<file path="config.mk">
export PLATFORM = sky130hd
export DESIGN_NAME = local_countdown_timer
export DESIGN_NICKNAME = d
export VERILOG_FILES = /design/src/rtl/lct_pkg.sv /design/src/rtl/lct_prescaler.sv /design/src/rtl/lct_counter.sv /design/src/rtl/lct_deliver.sv /design/src/rtl/local_countdown_timer.sv
export SDC_FILE = /design/constraint.sdc
export NUM_CORES = 1
export LEC_CHECK = 0
export BUFFER_PORTS_ARGS = -buffer_cell sky130_fd_sc_hd__buf_4
export CAP_MARGIN = 20
export CORE_MARGIN = 8
export CORE_UTILIZATION = 45
export CTS_CLUSTER_SIZE = 16
export DETAILED_ROUTE_END_ITERATION = 12
export PLACE_DENSITY = 0.64
export SKIP_LAST_GASP = 1
export SYNTH_ARGS = -nofsm -noshare
export SYNTH_HDL_FRONTEND = slang
export SYNTH_SLANG_ARGS = --single-unit
</file>
<file path="constraint.sdc">
create_clock -name clk -period 3.9 [get_ports clk]
set_clock_uncertainty 0.2 [all_clocks]
set_input_delay 0.195 -clock clk [delete_from_list [all_inputs] [get_ports clk]]
set_output_delay 0.195 -clock clk [all_outputs]
set_load 0.1 [all_outputs]
</file>
<file path="src/rtl/lct_pkg.sv">
package lct_pkg;

    // Width of the divide selector; the prescaler spans 2**SEL_W - 1 bits.
    localparam int SEL_W     = 3;
    localparam int PRE_W     = (1 << SEL_W) - 1;
    localparam int MASK_BIT  = 16;
    localparam int PERIOD_BIT = 17;

    typedef enum logic [1:0] {
        RA_VECTOR  = 2'd0,
        RA_INIT    = 2'd1,
        RA_CURRENT = 2'd2,
        RA_DIVIDE  = 2'd3
    } reg_addr_e;

    typedef enum logic {
        CT_IDLE = 1'b0,
        CT_RUN  = 1'b1
    } ct_state_e;

    // Divide selector: {cfg[3], cfg[1:0]} + 1, wrapping at 8.
    function automatic logic [SEL_W-1:0] div_shift(input logic [3:0] cfg);
        logic [SEL_W-1:0] code;
        code = {cfg[3], cfg[1:0]};
        return code + SEL_W'(1);
    endfunction

endpackage

</file>
<file path="src/rtl/lct_prescaler.sv">
module lct_prescaler
    import lct_pkg::*;
#(
    parameter int SHIFT_W = SEL_W,
    parameter int CNT_W   = PRE_W
) (
    input  logic               clk,
    input  logic               rst_n,
    input  logic               restart,
    input  logic [SHIFT_W-1:0] shift,
    output logic               tick
);

    logic [CNT_W-1:0] cnt_q;
    logic [CNT_W-1:0] sel_mask;

    // One mask bit per prescaler stage: stage g takes part when shift > g.
    for (genvar gi = 0; gi < CNT_W; gi++) begin : g_mask
        assign sel_mask[gi] = (shift > SHIFT_W'(gi));
    end

    // Free-running; only an initial-count load restarts it, so a new
    // divide setting applies from the next matching tick.
    always_ff @(posedge clk) begin
        if (!rst_n || restart) begin
            cnt_q <= '0;
        end else begin
            cnt_q <= cnt_q + CNT_W'(1);
        end
    end

    assign tick = ((cnt_q & sel_mask) == sel_mask);

    AST_RESTART_ZERO: assert property (@(posedge clk) disable iff (!rst_n)
        restart |=> (cnt_q == '0)) else $error("prescaler not restarted");

endmodule

</file>
<file path="src/rtl/lct_counter.sv">
module lct_counter
    import lct_pkg::*;
#(
    parameter int CNT_W = 32
) (
    input  logic             clk,
    input  logic             rst_n,
    input  logic             load,
    input  logic [CNT_W-1:0] load_val,
    input  logic [CNT_W-1:0] reload_val,
    input  logic             periodic,
    input  logic             tick,
    output logic [CNT_W-1:0] cur,
    output logic             expire
);

    localparam logic [CNT_W-1:0] ONE = CNT_W'(1);

    ct_state_e        st_q, st_d;
    logic [CNT_W-1:0] cur_q, cur_d;

    // State register
    always_ff @(posedge clk) begin
        if (!rst_n) begin
            st_q  <= CT_IDLE;
            cur_q <= '0;
        end else begin
            st_q  <= st_d;
            cur_q <= cur_d;
        end
    end

    // Next state and outputs
    always_comb begin
        st_d   = st_q;
        cur_d  = cur_q;
        expire = 1'b0;
        if (load) begin
            // LOAD_GO / LOAD_STOP
            cur_d = load_val;
            st_d  = (load_val == '0) ? CT_IDLE : CT_RUN;
        end else begin
            unique case (st_q)
                CT_IDLE: begin
                    cur_d = '0;
                end
                CT_RUN: begin
                    if (tick) begin
                        if (cur_q == ONE) begin
                            expire = 1'b1;
                            if (periodic) begin
                                cur_d = reload_val;       // RELOAD
                                st_d  = (reload_val == '0) ? CT_IDLE : CT_RUN;
                            end else begin
                                cur_d = '0;               // FINISH
                                st_d  = CT_IDLE;
                            end
                        end else begin
                            cur_d = cur_q - ONE;          // TICK_DOWN
                        end
                    end
                end
                default: begin
                    st_d  = CT_IDLE;
                    cur_d = '0;
                end
            endcase
        end
    end

    assign cur = cur_q;

    AST_IDLE_ZERO: assert property (@(posedge clk) disable iff (!rst_n)
        (st_q == CT_IDLE) |-> (cur_q == '0)) else $error("idle with count");

    AST_STEP_DOWN: assert property (@(posedge clk) disable iff (!rst_n)
        (st_q == CT_RUN && tick && cur_q > ONE && !load)
        |=> (cur_q == $past(cur_q) - ONE)) else $error("bad decrement");

    AST_ONESHOT_STOP: assert property (@(posedge clk) disable iff (!rst_n)
        (expire && !periodic) |=> (st_q == CT_IDLE && cur_q == '0))
        else $error("one-shot kept running");

endmodule

</file>
<file path="src/rtl/lct_deliver.sv">
module lct_deliver #(
    parameter int PEND_W = 4
) (
    input  logic              clk,
    input  logic              rst_n,
    input  logic              expire,
    input  logic              clear,
    input  logic              enable,
    input  logic              masked,
    input  logic              ack,
    output logic              req,
    output logic [PEND_W-1:0] pend
);

    localparam logic [PEND_W-1:0] PEND_MAX = '1;
    localparam logic [PEND_W-1:0] PEND_ONE = PEND_W'(1);

    logic [PEND_W-1:0] pend_q, pend_d;
    logic              inc, dec;

    assign req = enable && !masked && (pend_q != '0);
    assign inc = expire && (pend_q != PEND_MAX);
    assign dec = req && ack;

    always_comb begin
        pend_d = pend_q;
        if (!enable || clear) begin
            pend_d = '0;
        end else begin
            unique case ({inc, dec})
                2'b10:   pend_d = pend_q + PEND_ONE;
                2'b01:   pend_d = pend_q - PEND_ONE;
                default: pend_d = pend_q;
            endcase
        end
    end

    always_ff @(posedge clk) begin
        if (!rst_n) begin
            pend_q <= '0;
        end else begin
            pend_q <= pend_d;
        end
    end

    assign pend = pend_q;

    AST_LOAD_CLEARS: assert property (@(posedge clk) disable iff (!rst_n)
        clear |=> (pend_q == '0)) else $error("load kept pending");

    AST_DISABLE_CLEARS: assert property (@(posedge clk) disable iff (!rst_n)
        !enable |=> (pend_q == '0)) else $error("disabled with pending");

    AST_ACK_RETIRES: assert property (@(posedge clk) disable iff (!rst_n)
        (req && ack && !expire && !clear) |=> (pend_q == $past(pend_q) - PEND_ONE))
        else $error("ack did not retire");

    AST_NO_OVERFLOW: assert property (@(posedge clk) disable iff (!rst_n)
        (pend_q == PEND_MAX && expire && !ack && !clear && enable)
        |=> (pend_q == PEND_MAX)) else $error("pending wrapped");

endmodule

</file>
<file path="src/rtl/local_countdown_timer.sv">
module local_countdown_timer
    import lct_pkg::*;
#(
    parameter int DATA_W = 32,
    parameter int CNT_W  = 32,
    parameter int VEC_W  = 8,
    parameter int PEND_W = 4
) (
    input  logic              clk,
    input  logic              rst_n,
    input  logic              sw_enable,
    input  logic              reg_wr,
    input  logic [1:0]        reg_addr,
    input  logic [DATA_W-1:0] reg_wdata,
    output logic [DATA_W-1:0] reg_rdata,
    output logic              irq_req,
    output logic [VEC_W-1:0]  irq_vector,
    input  logic              irq_ack,
    output logic [PEND_W-1:0] pending_count
);

    reg_addr_e        addr;
    logic             vec_mask_q;
    logic             vec_period_q;
    logic [VEC_W-1:0] vec_num_q;
    logic [CNT_W-1:0] init_q;
    logic [3:0]       div_cfg_q;
    logic             load;
    logic             tick;
    logic             expire;
    logic [CNT_W-1:0] cur;

    assign addr = reg_addr_e'(reg_addr);
    assign load = reg_wr && (addr == RA_INIT);

    // Register file
    always_ff @(posedge clk) begin
        if (!rst_n) begin
            vec_mask_q   <= 1'b1;
            vec_period_q <= 1'b0;
            vec_num_q    <= '0;
            init_q       <= '0;
            div_cfg_q    <= '0;
        end else begin
            if (reg_wr) begin
                unique case (addr)
                    RA_VECTOR: begin
                        vec_mask_q   <= reg_wdata[MASK_BIT] | !sw_enable;
                        vec_period_q <= reg_wdata[PERIOD_BIT];
                        vec_num_q    <= reg_wdata[VEC_W-1:0];
                    end
                    RA_INIT:    init_q    <= reg_wdata[CNT_W-1:0];
                    RA_DIVIDE:  div_cfg_q <= {reg_wdata[3], 1'b0, reg_wdata[1:0]};
                    RA_CURRENT: ;
                    default: ;
                endcase
            end
            if (!sw_enable) begin
                vec_mask_q <= 1'b1;
            end
        end
    end

    // Read mux
    always_comb begin
        reg_rdata = '0;
        unique case (addr)
            RA_VECTOR: begin
                reg_rdata[MASK_BIT]    = vec_mask_q;
                reg_rdata[PERIOD_BIT]  = vec_period_q;
                reg_rdata[VEC_W-1:0]   = vec_num_q;
            end
            RA_INIT:    reg_rdata = DATA_W'(init_q);
            RA_CURRENT: reg_rdata = DATA_W'(cur);
            RA_DIVIDE:  reg_rdata = DATA_W'(div_cfg_q);
            default:    reg_rdata = '0;
        endcase
    end

    lct_prescaler #(
        .SHIFT_W (SEL_W),
        .CNT_W   (PRE_W)
    ) u_prescaler (
        .clk     (clk),
        .rst_n   (rst_n),
        .restart (load),
        .shift   (div_shift(div_cfg_q)),
        .tick    (tick)
    );

    lct_counter #(
        .CNT_W (CNT_W)
    ) u_counter (
        .clk        (clk),
        .rst_n      (rst_n),
        .load       (load),
        .load_val   (reg_wdata[CNT_W-1:0]),
        .reload_val (init_q),
        .periodic   (vec_period_q),
        .tick       (tick),
        .cur        (cur),
        .expire     (expire)
    );

    lct_deliver #(
        .PEND_W (PEND_W)
    ) u_deliver (
        .clk    (clk),
        .rst_n  (rst_n),
        .expire (expire),
        .clear  (load),
        .enable (sw_enable),
        .masked (vec_mask_q),
        .ack    (irq_ack),
        .req    (irq_req),
        .pend   (pending_count)
    );

    assign irq_vector = vec_num_q;

    AST_MASK_WHEN_OFF: assert property (@(posedge clk) disable iff (!rst_n)
        !sw_enable |=> vec_mask_q) else $error("mask not forced");

    AST_REQ_UNMASKED: assert property (@(posedge clk) disable iff (!rst_n)
        irq_req |-> (!vec_mask_q && pending_count != '0)) else $error("req while masked");

endmodule

</file>
# Word-level counts from Yosys, hierarchy flattened
# Index checks and enable logic that the tools add are counted.
[word_totals]
ram_bits = 0
memories = 0
romBits = 0
inputBits = 39
ff_bits = 89
elab_cells = 75
output_inout_bits = 45
latch_bits = 0
[classes]
n_mul = 0
n_mux = 21
n_addsub = 5
bitwise_logic = 4
reduce_logical = 20
n_lt_le_gt_ge = 7
div = 0
n_eq_ne = 9
n_shift = 0
[ops]
columns = ["operator", "count"]
rows = [
  ["2-to-1 mux 32 bit", 4],
  ["logical NOT 32 bit", 2],
  ["case mux 32 bit (2 select lines)", 1],
  ["equality test 32 x 1 -> 1 bit, second input constant", 1],
  ["case mux 8 bit (4 select lines)", 1],
  ["subtractor 32 x 1 -> 32 bit, second input constant", 1],
  ["case mux 14 bit (2 select lines)", 1],
  ["case mux 8 bit (2 select lines)", 1],
  ["2-to-1 mux 1 bit", 11],
  ["greater-than comparator 3 bit, second input constant", 3],
  ["case mux 2 bit (4 select lines)", 1],
  ["case mux 4 bit (2 select lines)", 1],
  ["AND reduction 2 bit", 4],
  ["adder 7 x 1 -> 7 bit, second input constant", 1],
  ["bitwise AND 7 bit", 1],
  ["equality test 7 bit", 1],
  ["equality test 2 bit, second input constant", 3],
  ["greater-than comparator 3 x 1 -> 1 bit, second input constant", 2],
  ["greater-than comparator 3 x 2 -> 1 bit, second input constant", 2],
  ["logical AND 1 bit", 5],
  ["adder 4 x 1 -> 4 bit, second input constant", 1],
  ["equality test 2 x 1 -> 1 bit, second input constant", 2],
  ["inequality test 4 bit, second input constant", 1],
  ["nonzero test 4 bit", 1],
  ["other kinds (10)", 14],
]

# Longest topological paths before layout
# Gate-level depths: netlist of the first run.
[logic_depth]
ltp_word = 10
ltp_mapped = 15
ltp_nobuf = 14

# Modules after synthesis
# A second synthesis of the first run with hierarchy kept.
[unflattened]
hier_cells = 785
hier_area_um2 = 6118.4
[by_module_without_submodules]
columns = ["mod", "cells_each", "area_per_inst_um2", "instances", "seq_area_each_um2"]
rows = [
  ["lct_counter", 411, 2882.8, 1, 660.6],
  ["local_countdown_timer", 301, 2615.0, 1, 900.9],
  ["lct_prescaler", 38, 331.6, 1, 140.1],
  ["lct_deliver", 35, 289.0, 1, 80.1],
]

# Worst setup path after synthesis of the first run
# Ideal clock, no wire load.
[synth_timing]
path_kind = "reg2reg"
from = "register u_deliver.pend_q[0], in the netlist u_deliver.pend[0]"
to = "register u_deliver.pend_q[3], in the netlist u_deliver.pend[3]"
required_time_ps = 3630
path_stages_with_launch = 11
n_path_buf = 0
period_less_slack_ps = 5246
arrival_time_ps = 4976
setup_time_ps = 70
setup_slack_ps = -1346
cell_sequence = "dfxtp_1 nor4_1 nor3b_1 and2_1 ha_1 ha_1 a21o_1 a21oi_1 xnor2_1 or3_1 a21oi_1"
[synth_between]
elab_chain_cells = 5
elab_cells_between_ends = 11
classes_between = "2 x add/sub; 3 x eq/ne; 1 x mux; 5 x reduce/logical"
[synth_rtl]
columns = ["item", "line", "rtl"]
rows = [
  ["start, declared", "lct_deliver.sv:18", "logic [PEND_W-1:0] pend_q, pend_d;"],
  ["start signal, assigned", "lct_deliver.sv:42", "pend_q <= pend_d;"],
  ["nonzero test 4 bit *", "lct_deliver.sv:21", "assign req = enable && !masked && (pend_q != '0);"],
  ["logical AND 1 bit *", "lct_deliver.sv:21", ""],
  ["via irq_req", "local_countdown_timer.sv:16", "output logic irq_req,"],
  ["logical AND 1 bit *", "lct_deliver.sv:23", "assign dec = req && ack;"],
  ["equality test 2 x 1 -> 1 bit or equality test 2 bit (tied branches)", "lct_deliver.sv:30", "unique case ({inc, dec})"],
  ["case mux 4 bit (2 select lines) or nonzero test 2 bit (tied branches)", "-", ""],
]
# Mark *: on every way through the listed nets, which the timed path passes. The rest lies on a longest branch.
# A chain may end at the register's enable or synchronous reset.

# Worst setup path after layout of the first run
[layout_timing]
from = "register div_cfg_q[0]"
to = "register u_deliver.pend_q[3], in the netlist u_deliver.pend[3]"
[layout_between]
elab_chain_cells = 10
elab_cells_between_ends = 18
classes_between = "1 x add/sub; 7 x order compare; 3 x eq/ne; 4 x mux; 1 x bitwise; 2 x reduce/logical"
[layout_rtl]
columns = ["item", "line", "rtl"]
rows = [
  ["start, declared", "local_countdown_timer.sv:27", "logic [3:0] div_cfg_q;"],
  ["start signal, assigned", "local_countdown_timer.sv:53", "RA_DIVIDE: div_cfg_q <= {reg_wdata[3], 1'b0, reg_wdata[1:0]};"],
  ["adder 3 x 1 -> 3 bit *", "lct_pkg.sv:25", "return code + SEL_W'(1);"],
  ["greater-than comparator 3 x 1 -> 1 bit (tied with other cells)", "lct_prescaler.sv:19", "assign sel_mask[gi] = (shift > SHIFT_W'(gi));"],
  ["bitwise AND 7 bit", "lct_prescaler.sv:32", "assign tick = ((cnt_q & sel_mask) == sel_mask);"],
  ["equality test 7 bit *", "lct_prescaler.sv:32", ""],
  ["2-to-1 mux 1 bit *", "lct_counter.sv:48", "if (tick) begin"],
  ["2-to-1 mux 1 bit *", "lct_counter.sv:43", "unique case (st_q)"],
  ["2-to-1 mux 1 bit *", "lct_counter.sv:38", "if (load) begin"],
  ["logical AND 1 bit *", "lct_deliver.sv:22", "assign inc = expire && (pend_q != PEND_MAX);"],
  ["equality test 2 x 1 -> 1 bit or equality test 2 bit (tied branches)", "lct_deliver.sv:30", ""],
  ["case mux 4 bit (2 select lines) or nonzero test 2 bit (tied branches)", "-", ""],
]
# Every way passes the cells marked *; elsewhere a longest branch is shown, timed or not.

==> out/qor.yml, run 1 <==
status: "completed"
dp_slack_ns: 0.456
synthCells: 702
start_util_pct: 46.4
p_clk_share_pct: 34.2
post-cts-setup-buffers: 0
cp-end-kind: "register"
grt_pass1_vias: 5596
path_common_cell: "ha_1"
n_antenna_cell: 0
die_w_um: 125
cp.required_ns: 3.98
seq_power_share_pct: 37.3
p_comb_share_pct: 28.6
ir_drop_mv: 0.212
ant_nets: 0
max_cap_violations: 0
first_pass_iters: 7
cts_max_path_buffers: 2
cp_slowest_stage_delay_ns: 0.35
synth_nets: 758
die_area_sq_um: 15500
num_vias: 5797
antenna_found_initial: 0
hold_class: "in2reg"
cts_buffers: 9
leakage_nw: 2.56
ys_seq_area_share_pct: 33.5
ys_ff_latch: 89
crit_slowest_cell: "dfxtp_1"
min_path_cells: 3
finalCritPeriodShare_pct: 89.3
coreArea_sq_um: 11500
grtUsageTotal_pct: 23.2
wl_per_cell_um: 19.8
post-dp-hpwl_um: 12600
crit_family: "adder cells"
die_y_um: 125
syn_area_sq_um: 5320
rsz0062_at_grt: "false"
setup_slack_ns: 0.416
crit_path_max_fanout: 5
p_sw_mw: 0.954
worstPathArrival_ns: 3.56
grt_max_degree: 37
port_buffers: 83
setup_tns_ns: 0
place_congestion: 0.930
synthTopCellsByArea: "dfxtp_1, nand2_1, a21oi_1"
synth_top_cell_by_area: "dfxtp_1"
tightest_slew_ns: 0.997
worst-setup-path-type: "reg2reg"
synth_edf_count: 0
p_int_mw: 1.82
synth_warnings: 0
avgViaCountPerCell: 6.12
first_iter_violations: 564
swShare_pct: 34.3
whs_ns: 0.113
clock-sinks: 89
clock-root-buffer: "clkbuf_16"
critPathBufInv: 0
synth-async-reset-ratio_pct: 0
relSlewSlack_pct: 33.5
setup.worst_path.start_class: "register"
slew_viol_final: 0
wl_um: 18700
drt_drc_violations_left: 0
core.rowCount: 39
ys_types: 55
final_nets: 855
synthFlopType: "dfxtp_1"
cts_tree: "done"
p_total_mw: 2.78
hold_viol: 0
cp.depth: 14
fillers: 1057
insertion_delay_ns: 0.35
grt-ovfl-total: 0
crit_chain: "ha_1 > ha_1 > nor2b_1 > a311oi_1 > o221ai_1 > nor2_1 > nand3_1 > ha_1 > ha_1 > a21o_1 > a21oi_1 > xnor2_1 > or3_1 > a21oi_1"
cts.clk_slew.worst_paths_ns: 0.07
avgSynthCellArea_sq_um: 7.57
synth_top_area_share_pct: 33.5
setup_viol: 0
h-tree-depth: 3
drive_above_1_share_pct: 16.3
reg2reg_depth: 14
grt_pass1_wl_um: 29700
fmax_mhz: 287
fin_crit_ns: 3.48
area.growth.synth_to_final_pct: 25.8
powerDensity_nw_per_um2: 415
io-pin-count: 84
==> metal layers <==
layer | GRT usage [%] | part of all wire, % | vias up
met4 | 11.7 | 3.3 | 0
met3 | 4.34 | 8.3 | 43
met5 | 0 | 0 | -
li1 | - | - | 2734
met2 | 36.6 | 46 | 283
met1 | 29.6 | 43 | 2737
==> placed cells by master, fill, tap and decap left out, types with 3 or more instances in the layout <==
master / n
nand3_1: 17
dlygate4sd3_1: 36
a21oi_1: 68
xnor2_1: 14
nand2_1: 125
inv_1: 13
nor2b_1: 24
buf_4: 102
o21ai_0: 53
ha_1: 16
xor2_1: 17
a222oi_1: 3
a22oi_1: 29
dfxtp_1: 89
nor2_1: 33
o211ai_1: 3
a41oi_1: 4
a21o_1: 3
or3_1: 5
and2_1: 5
and3_1: 11
clkbuf_16: 9
nor4_1: 29
nand4_1: 10
o31ai_1: 3
a31oi_1: 26
nor3_1: 9
mux2i_1: 4
a211o_1: 10
==> power by group through the flow <==
| stage | clock network (mW) | logic (mW) | registers (mW) |
|---|---|---|---|
| 2_1_floorplan | 0 | 0.527 | 1.05 |
| 3_3_place_gp | 0 | 0.740 | 1.05 |
| 5_1_grt | 0.993 | 0.851 | 1.04 |
| 6_report | 0.950 | 0.793 | 1.04 |
| 3_5_place_dp | 0 | 0.750 | 1.05 |
| 4_1_cts | 0.959 | 0.783 | 1.03 |
==> tightest hold or removal path: stages <==
cell	delay [ns]
buf_4	0.25
o21ai_0	0.12
a31oi_1	0.04
==> synth_stat cells (3+ instances only) <==
master	instances
xor2_1	17
nor2b_1	24
clkdlybuf4s50_2	3
a41oi_1	4
inv_1	13
dfxtp_1	89
buf_6	3
nor3_1	10
buf_2	3
o31ai_1	3
and2_1	5
a222oi_1	3
o21ai_0	53
clkbuf_1	36
or3_1	5
a21oi_1	68
nor4_1	29
ha_1	16
mux2i_1	4
nor2_1	33
a21o_1	3
xnor2_1	14
nand4_1	10
nand2_1	125
and3_1	11
a211o_1	10
o211ai_1	3
nand3_1	17
a31oi_1	26
buf_1	4
a22oi_1	29
==> timing repair <==
| action | 4_1_cts | 5_1_grt |
|---|---|---|
| gates resized for setup | 0 | 0 |
| hold endpoints to repair | 73 | 0 |
| hold buffers | 36 | 0 |
==> final timing paths <==
check / to / start / slack (ns)
worst max-delay path: u_deliver.pend[3]$_SDFFE_PP0P_ / div_cfg_q[0]$_SDFFE_PN0P_ / 0.42
worst min-delay path: u_counter.cur[26]$_SDFFE_PN0P_ / rst_n / 0.11
worst max register to register: u_deliver.pend[3]$_SDFFE_PP0P_ / div_cfg_q[0]$_SDFFE_PN0P_ / 0.42
worst min register to register: irq_vector[5]$_SDFFE_PN0P_ / irq_vector[5]$_SDFFE_PN0P_ / 0.27
==> cell families (layout without fill, tap and decap cells) <==
kind of cell               count (synthesis)  count (layout)  share of synthesized area, %
muxes                                      5               5                         0.965
AOI/OAI and AO/OA                        213             213                          24.6
and+or+nand+nor                          282             282                          25.7
DFF                                       89              89                          33.5
xor gates and xnor gates                  31              31                          5.11
buffers and inverters                     65             167                          5.98
adders and majority gates                 17              17                          4.14
==> flip-flops by register name, summed over array words and instances, names as in the netlist <==
register,flops
div_cfg_q,3
init_q,32
irq_vector,8
u_counter.cur,32
u_counter.st_q,1
u_deliver.pend,4
u_prescaler.cnt_q,7
vec_mask_q,1
vec_period_q,1
==> final cells by class <==
cell class	count	area, sq um	share of cell area (%)
multi-input cells	548	3230	48.3
inverters	13	48.8	0.730
repair buffers	138	1130	16.8
flip-flops and latches	89	1780	26.6
well taps	143	179	2.67
clock buffers	9	225	3.37
clock inverters	7	95.1	1.42
==> through the flow <==
step                      instances  instance area (sq um)  util (%)
after floorplan                 702                   5330         -
after global placement          895                   6010      52.4
after detailed placement        895                   6010      52.4
after CTS                       947                   6690      58.3
after global routing            947                   6690      58.3
final                           947                   6690      58.3
No activity file was read; power rests on OpenSTA's default activity.
==> run 2, diff against run 1 <==
--- a/config.mk
+++ b/config.mk
@@ -6,7 +6,6 @@
 export NUM_CORES = 1
 export LEC_CHECK = 0
 export BUFFER_PORTS_ARGS = -buffer_cell sky130_fd_sc_hd__buf_4
-export CAP_MARGIN = 20
 export CORE_MARGIN = 8
 export CORE_UTILIZATION = 45
 export CTS_CLUSTER_SIZE = 16
==> constraint.sdc (replaced) <==
create_clock -name clk -period 4.5 [get_ports clk]
set_clock_uncertainty 0.2 [all_clocks]
set_input_delay 0.225 -clock clk [delete_from_list [all_inputs] [get_ports clk]]
set_output_delay 0.225 -clock clk [all_outputs]
set_load 0.1 [all_outputs]
==> out/qor.yml, run 2 (synthesis results as in run 1) <==
status: "completed"
powerDensity_nw_per_um2: 358  # -14%
critPathBufInv: 0  # unchanged
path_common_cell: "ha_1"
final_nets: 847  # -0.94%
n_antenna_cell: 0  # unchanged
coreArea_sq_um: 11500  # unchanged
p_sw_mw: 0.812  # -15%
clock-root-buffer: "clkbuf_16"
fmax_mhz: 268  # -6.6%
p_int_mw: 1.56  # -15%
cts_resized: 0  # unchanged
first_pass_iters: 5  # -2
first_iter_violations: 555  # -1.6%
grt_max_degree: 50  # +35%
fin_crit_ns: 3.73  # +0.246 ns
swShare_pct: 34.3  # -0.048 points
ant_nets: 0  # unchanged
crit_family: "compound AO/OA/AOI/OAI gates"
seq_power_share_pct: 37.9  # +0.6 points
grtUsageTotal_pct: 23.1  # -0.18 points
core.rowCount: 39  # unchanged
final_common_cell: "nand2_1"
antenna_found_initial: 0  # unchanged
wl_um: 18300  # -2.3%
drive_above_1_share_pct: 15.8  # -0.46 points
post-dp-hpwl_um: 12200  # -3.2%
worst-setup-path-type: "reg2reg"
h-tree-depth: 3  # unchanged
crit_slowest_cell: "o221ai_1"
rsz0062_at_grt: "false"
hold_class: "in2reg"
p_comb_share_pct: 28.2  # -0.4 points
crit_path_max_fanout: 5  # unchanged
port_buffers: 83  # unchanged
grt_pass1_wl_um: 29800  # +0.21%
wl_per_cell_um: 19.5  # -1.5%
slew_viol_final: 0  # unchanged
placed_cells: 890  # -0.56%
relSlewSlack_pct: 35.1  # +1.6 points
finalCritPeriodShare_pct: 82.9  # -6.4 points
die_area_sq_um: 15500  # unchanged
post-cts-setup-buffers: 0  # unchanged
tightest_slew_ns: 0.974  # -0.0239 ns
cts.clk_slew.worst_paths_ns: 0.07  # about the same
area.growth.synth_to_final_pct: 24.4
setup_viol: 0  # unchanged
final_cell_mix: "nand2_1, buf_4, dfxtp_1"
cp_slowest_stage_delay_ns: 0.39  # +0.04 ns
crit_chain: "ha_1 > ha_1 > nor2b_1 > a311oi_1 > o221ai_1 > nor2_1 > nand3_1 > ha_1 > ha_1 > a21o_1 > a21oi_1 > xnor2_1 > or3_1 > a21oi_1"
grt-ovfl-total: 0  # unchanged
cts_buffers: 9  # unchanged
leakage_nw: 2.52  # -1.8%
num_vias: 5642  # -2.7%
drt_drc_violations_left: 0  # unchanged
grt_pass1_vias: 5607  # +0.20%
avgViaCountPerCell: 6.01  # -1.8%
start_util_pct: 46.4  # unchanged
final_cells: 939  # -0.84%
worstPathArrival_ns: 3.81  # +0.25 ns
cp.required_ns: 4.58  # +0.60 ns
clock-sinks: 89  # unchanged
holdBufCountCts: 33  # -8.3%
die_w_um: 125  # unchanged
io-pin-count: 84  # unchanged
setup.worst_path.start_class: "register"
p_clk_share_pct: 34.0  # -0.2 points
max_cap_violations: 0  # unchanged
cts_max_path_buffers: 2  # unchanged
whs_ns: 0.0154  # -0.0974 ns
p_total_mw: 2.37  # -15%
hold_viol: 0  # unchanged
insertion_delay_ns: 0.35  # about the same
ir_drop_mv: 0.277  # +31%
final_util_pct: 57.7  # -0.68 points
place_congestion: 0.879  # -5.5%
cp-end-kind: "register"
die_y_um: 125  # unchanged
cts_tree: "done"
setup_tns_ns: 0  # unchanged
-- run 2: cell count changes in the layout (fill, tap and decap cells not counted), sizes merged --
| cell | previous run | this run |
|---|---|---|
| bufinv | 2 | 1 |
| dlygate4sd3 | 36 | 33 |
| clkinvlp | 1 | 2 |
| buf | 102 | 97 |
| clkinv | 4 | 1 |
| clkbuf | 9 | 12 |
-- run 2: final cells by class --
type	instances	area [sq um]
clock buffer	12	267
multi-input combinational	548	3230
timing repair buffer	130	1060
fill	1080	4860
clock inverter	4	50.0
tap	143	179
sequential	89	1780
inverter	13	48.8
-- run 2: path summary, 6_finish.rpt --
path | from | to | slack (ns) | cells past startpoint
worst max-delay path | div_cfg_q[0]$_SDFFE_PN0P_ | u_deliver.pend[3]$_SDFFE_PP0P_ | 0.77 | 14
worst min-delay path | reg_wr | div_cfg_q[0]$_SDFFE_PN0P_ | 0.02 | 3
worst max register to register | div_cfg_q[0]$_SDFFE_PN0P_ | u_deliver.pend[3]$_SDFFE_PP0P_ | 0.77 | 14
worst min register to register | irq_vector[5]$_SDFFE_PN0P_ | irq_vector[5]$_SDFFE_PN0P_ | 0.28 | 2
-- run 2: power groups by stage --
stage / Sequential, mW / Combinational, mW / Clock [mW]
finish: 0.896 / 0.668 / 0.804
global route: 0.904 / 0.726 / 0.839
CTS: 0.894 / 0.659 / 0.805
detailed placement: 0.912 / 0.631 / 0
global placement: 0.910 / 0.626 / 0
floorplan: 0.906 / 0.457 / 0
-- run 2: layer usage --
layer / wire length [um] / GRT usage [%] / part of all wire [%]
met1: 7720 / 28.0 / 42
met5: 0 / 0 / 0
met4: 335 / 8.01 / 1.8
met2: 8900 / 39.4 / 49
met3: 1340 / 4.60 / 7.3
-- run 2: through the flow --
step,worst slack (ns),instance area (sq um)
final,0.770,6610
after global routing,0.475,6610
after CTS,0.806,6610
after detailed placement,0.833,5960
after global placement,0.935,5960
after floorplan,0.306,5320
-- run 2: worst min-delay path, stage by stage --
cell and delay (ns):
buf_4 0.14, nand3_1 0.08, a21oi_1 0.06
==> run 3, diff against run 2 <==
--- a/config.mk
+++ b/config.mk
@@ -10,7 +10,7 @@
 export CORE_UTILIZATION = 45
 export CTS_CLUSTER_SIZE = 16
 export DETAILED_ROUTE_END_ITERATION = 12
-export PLACE_DENSITY = 0.64
+export PLACE_DENSITY = 0.66
 export SKIP_LAST_GASP = 1
 export SYNTH_ARGS = -nofsm -noshare
 export SYNTH_HDL_FRONTEND = slang
==> constraint.sdc (replaced) <==
create_clock -name clk -period 3 [get_ports clk]
set_clock_uncertainty 0.2 [all_clocks]
set_input_delay 0.15 -clock clk [delete_from_list [all_inputs] [get_ports clk]]
set_output_delay 0.15 -clock clk [all_outputs]
set_load 0.1 [all_outputs]
==> out/qor.yml, run 3 (synthesis results as in run 1) <==
area.growth.synth_to_final_pct: 34.3
drt_drc_violations_left: 0  # unchanged
hold_viol: 0  # unchanged
leakage_nw: 2.81  # +12%
rsz0062_at_grt: "true"
drive_above_1_share_pct: 23.4  # +7.6 points
avgViaCountPerCell: 6.07  # +1.0%
start_util_pct: 46.4  # unchanged
worstPathArrival_ns: 3.19  # -0.62 ns
antenna_found_initial: 0  # unchanged
first_iter_violations: 694  # +25%
wl_per_cell_um: 19.8  # +1.4%
cp_slowest_stage_delay_ns: 0.34  # -0.05 ns
cp-end-kind: "register"
first_pass_iters: 6  # +1
cts.clk_slew.worst_paths_ns: 0.07  # about the same
core.rowCount: 39  # unchanged
crit_family: "compound AO/OA/AOI/OAI gates"
die_area_sq_um: 15500  # unchanged
place_area_sq_um: 6390  # +7.1%
final_common_cell: "buf_4"
slew_viol_final: 0  # unchanged
path_common_cell: "ha_4"
crit_path_max_fanout: 3  # -2
crit_chain: "ha_4 > ha_4 > nor2b_4 > a311oi_2 > o221ai_2 > nor2_2 > nand3_1 > ha_2 > ha_1 > a21o_1 > a21oi_2 > xnor2_1 > or3_1 > a21oi_1"
powerDensity_nw_per_um2: 503  # +40%
insertion_delay_ns: 0.35  # about the same
fmax_mhz: 320  # +19%
coreArea_sq_um: 11500  # unchanged
clock-root-buffer: "clkbuf_16"
setup_viol: 1  # +1
ant_nets: 0  # unchanged
grt_pass1_wl_um: 30800  # +3.4%
fin_crit_ns: 3.12  # -0.606 ns
crit_slowest_cell: "dfxtp_2"
io-pin-count: 84  # unchanged
place_congestion: 0.953  # +8.4%
h-tree-depth: 3  # unchanged
setup_slack_ns: -0.124  # -0.894 ns
status: "complete, but fails checks"
fillers: 1011  # -6.4%
grt_pass1_vias: 5814  # +3.7%
relSlewSlack_pct: 51.5  # +16 points
grt-ovfl-total: 0  # unchanged
cts_buffers: 9  # unchanged
critPathBufInv: 0  # unchanged
worst-setup-path-type: "reg2reg"
setup_tns_ns: -0.124  # -0.124 ns
cts_tree: "done"
ir_drop_mv: 0.327  # +18%
grt_max_degree: 37  # -26%
cp.required_ns: 3.07  # -1.51 ns
violations: "setup timing"
tightest_slew_ns: 0.728  # -0.246 ns
wl_um: 19600  # +7.1%
finalCritPeriodShare_pct: 104  # +21 points
cts_max_path_buffers: 2  # unchanged
grtUsageTotal_pct: 24.0  # +0.98 points
die_w_um: 125  # unchanged
max_cap_violations: 0  # unchanged
final_area_sq_um: 7140  # +8.0%
final_cell_mix: "buf_4, nand2_1, dfxtp_1"
final_nets: 900  # +6.3%
setup.worst_path.start_class: "register"
num_vias: 6023  # +6.8%
port_buffers: 83  # unchanged
post-dp-hpwl_um: 13200  # +8.0%
p_total_mw: 3.59  # +52%
n_antenna_cell: 0  # unchanged
clock-sinks: 89  # unchanged
hold_class: "in2reg"
die_y_um: 125  # unchanged
## run 3: per-layer routing
layer | GRT usage, % | vias up | part of all wire (%)
met5 | 0 | - | 0
met4 | 8.15 | 0 | 2.0
met3 | 5.66 | 39 | 8.8
met2 | 40.0 | 313 | 48
met1 | 29.7 | 2853 | 41
li1 | - | 2818 | -
## run 3: path summary, 6_finish.rpt
path,from,depth (start not counted),end,slack (ns)
min,rst_n,3,u_counter.cur[21]$_SDFFE_PN0P_,0.07
max reg2reg,div_cfg_q[1]$_SDFFE_PN0P_,14,u_deliver.pend[3]$_SDFFE_PP0P_,-0.12
max,div_cfg_q[1]$_SDFFE_PN0P_,14,u_deliver.pend[3]$_SDFFE_PP0P_,-0.12
min reg2reg,irq_vector[1]$_SDFFE_PN0P_,2,irq_vector[1]$_SDFFE_PN0P_,0.27
## run 3: power breakdown
group	total, mW	switching, mW	leakage (nW)	internal [mW]
logic	1.20	0.723	1.94	0.476
registers	1.30	0.0561	0.729	1.24
clock network	1.09	0.488	0.139	0.604
total	3.59	1.27	2.81	2.32
## run 3: area by class of cell
type / count / area, sq um / share of cell area (%)
sequential: 89 / 1800 / 25.2
clock buffer: 13 / 260 / 3.65
clock inverter: 3 / 15.0 / 0.210
timing repair buffer: 183 / 1480 / 20.8
tap: 143 / 179 / 2.51
inverter: 13 / 48.8 / 0.683
multi-input combinational: 548 / 3350 / 47.0
## run 3: timing repair
action                                  CTS  global route
hold buffers                             35             0
resized for setup                        12             8
hold endpoints to repair                 79             0
endpoints found under the setup margin    3             8
setup buffers                             1             1
pin swaps                                 9             8
## run 3: through the flow
step / utilization (%) / setup slack (ns) / hold WS, ns / instances
2_1_floorplan: - / -0.381 / 0.0239 / 702
3_3_place_gp: 55.7 / -0.227 / 0.189 / 939
3_5_place_dp: 55.7 / -0.409 / 0.195 / 939
4_1_cts: 61.9 / -0.126 / 0.0438 / 991
5_1_grt: 62.3 / -0.205 / 0.0750 / 992
6_report: 62.3 / -0.124 / 0.0671 / 992
## run 3: tightest hold or removal path: cells and delay by family
kind                   cells  cell delay, ns
AOI/OAI and AO/OA          2            0.16
buffers and inverters      1            0.24
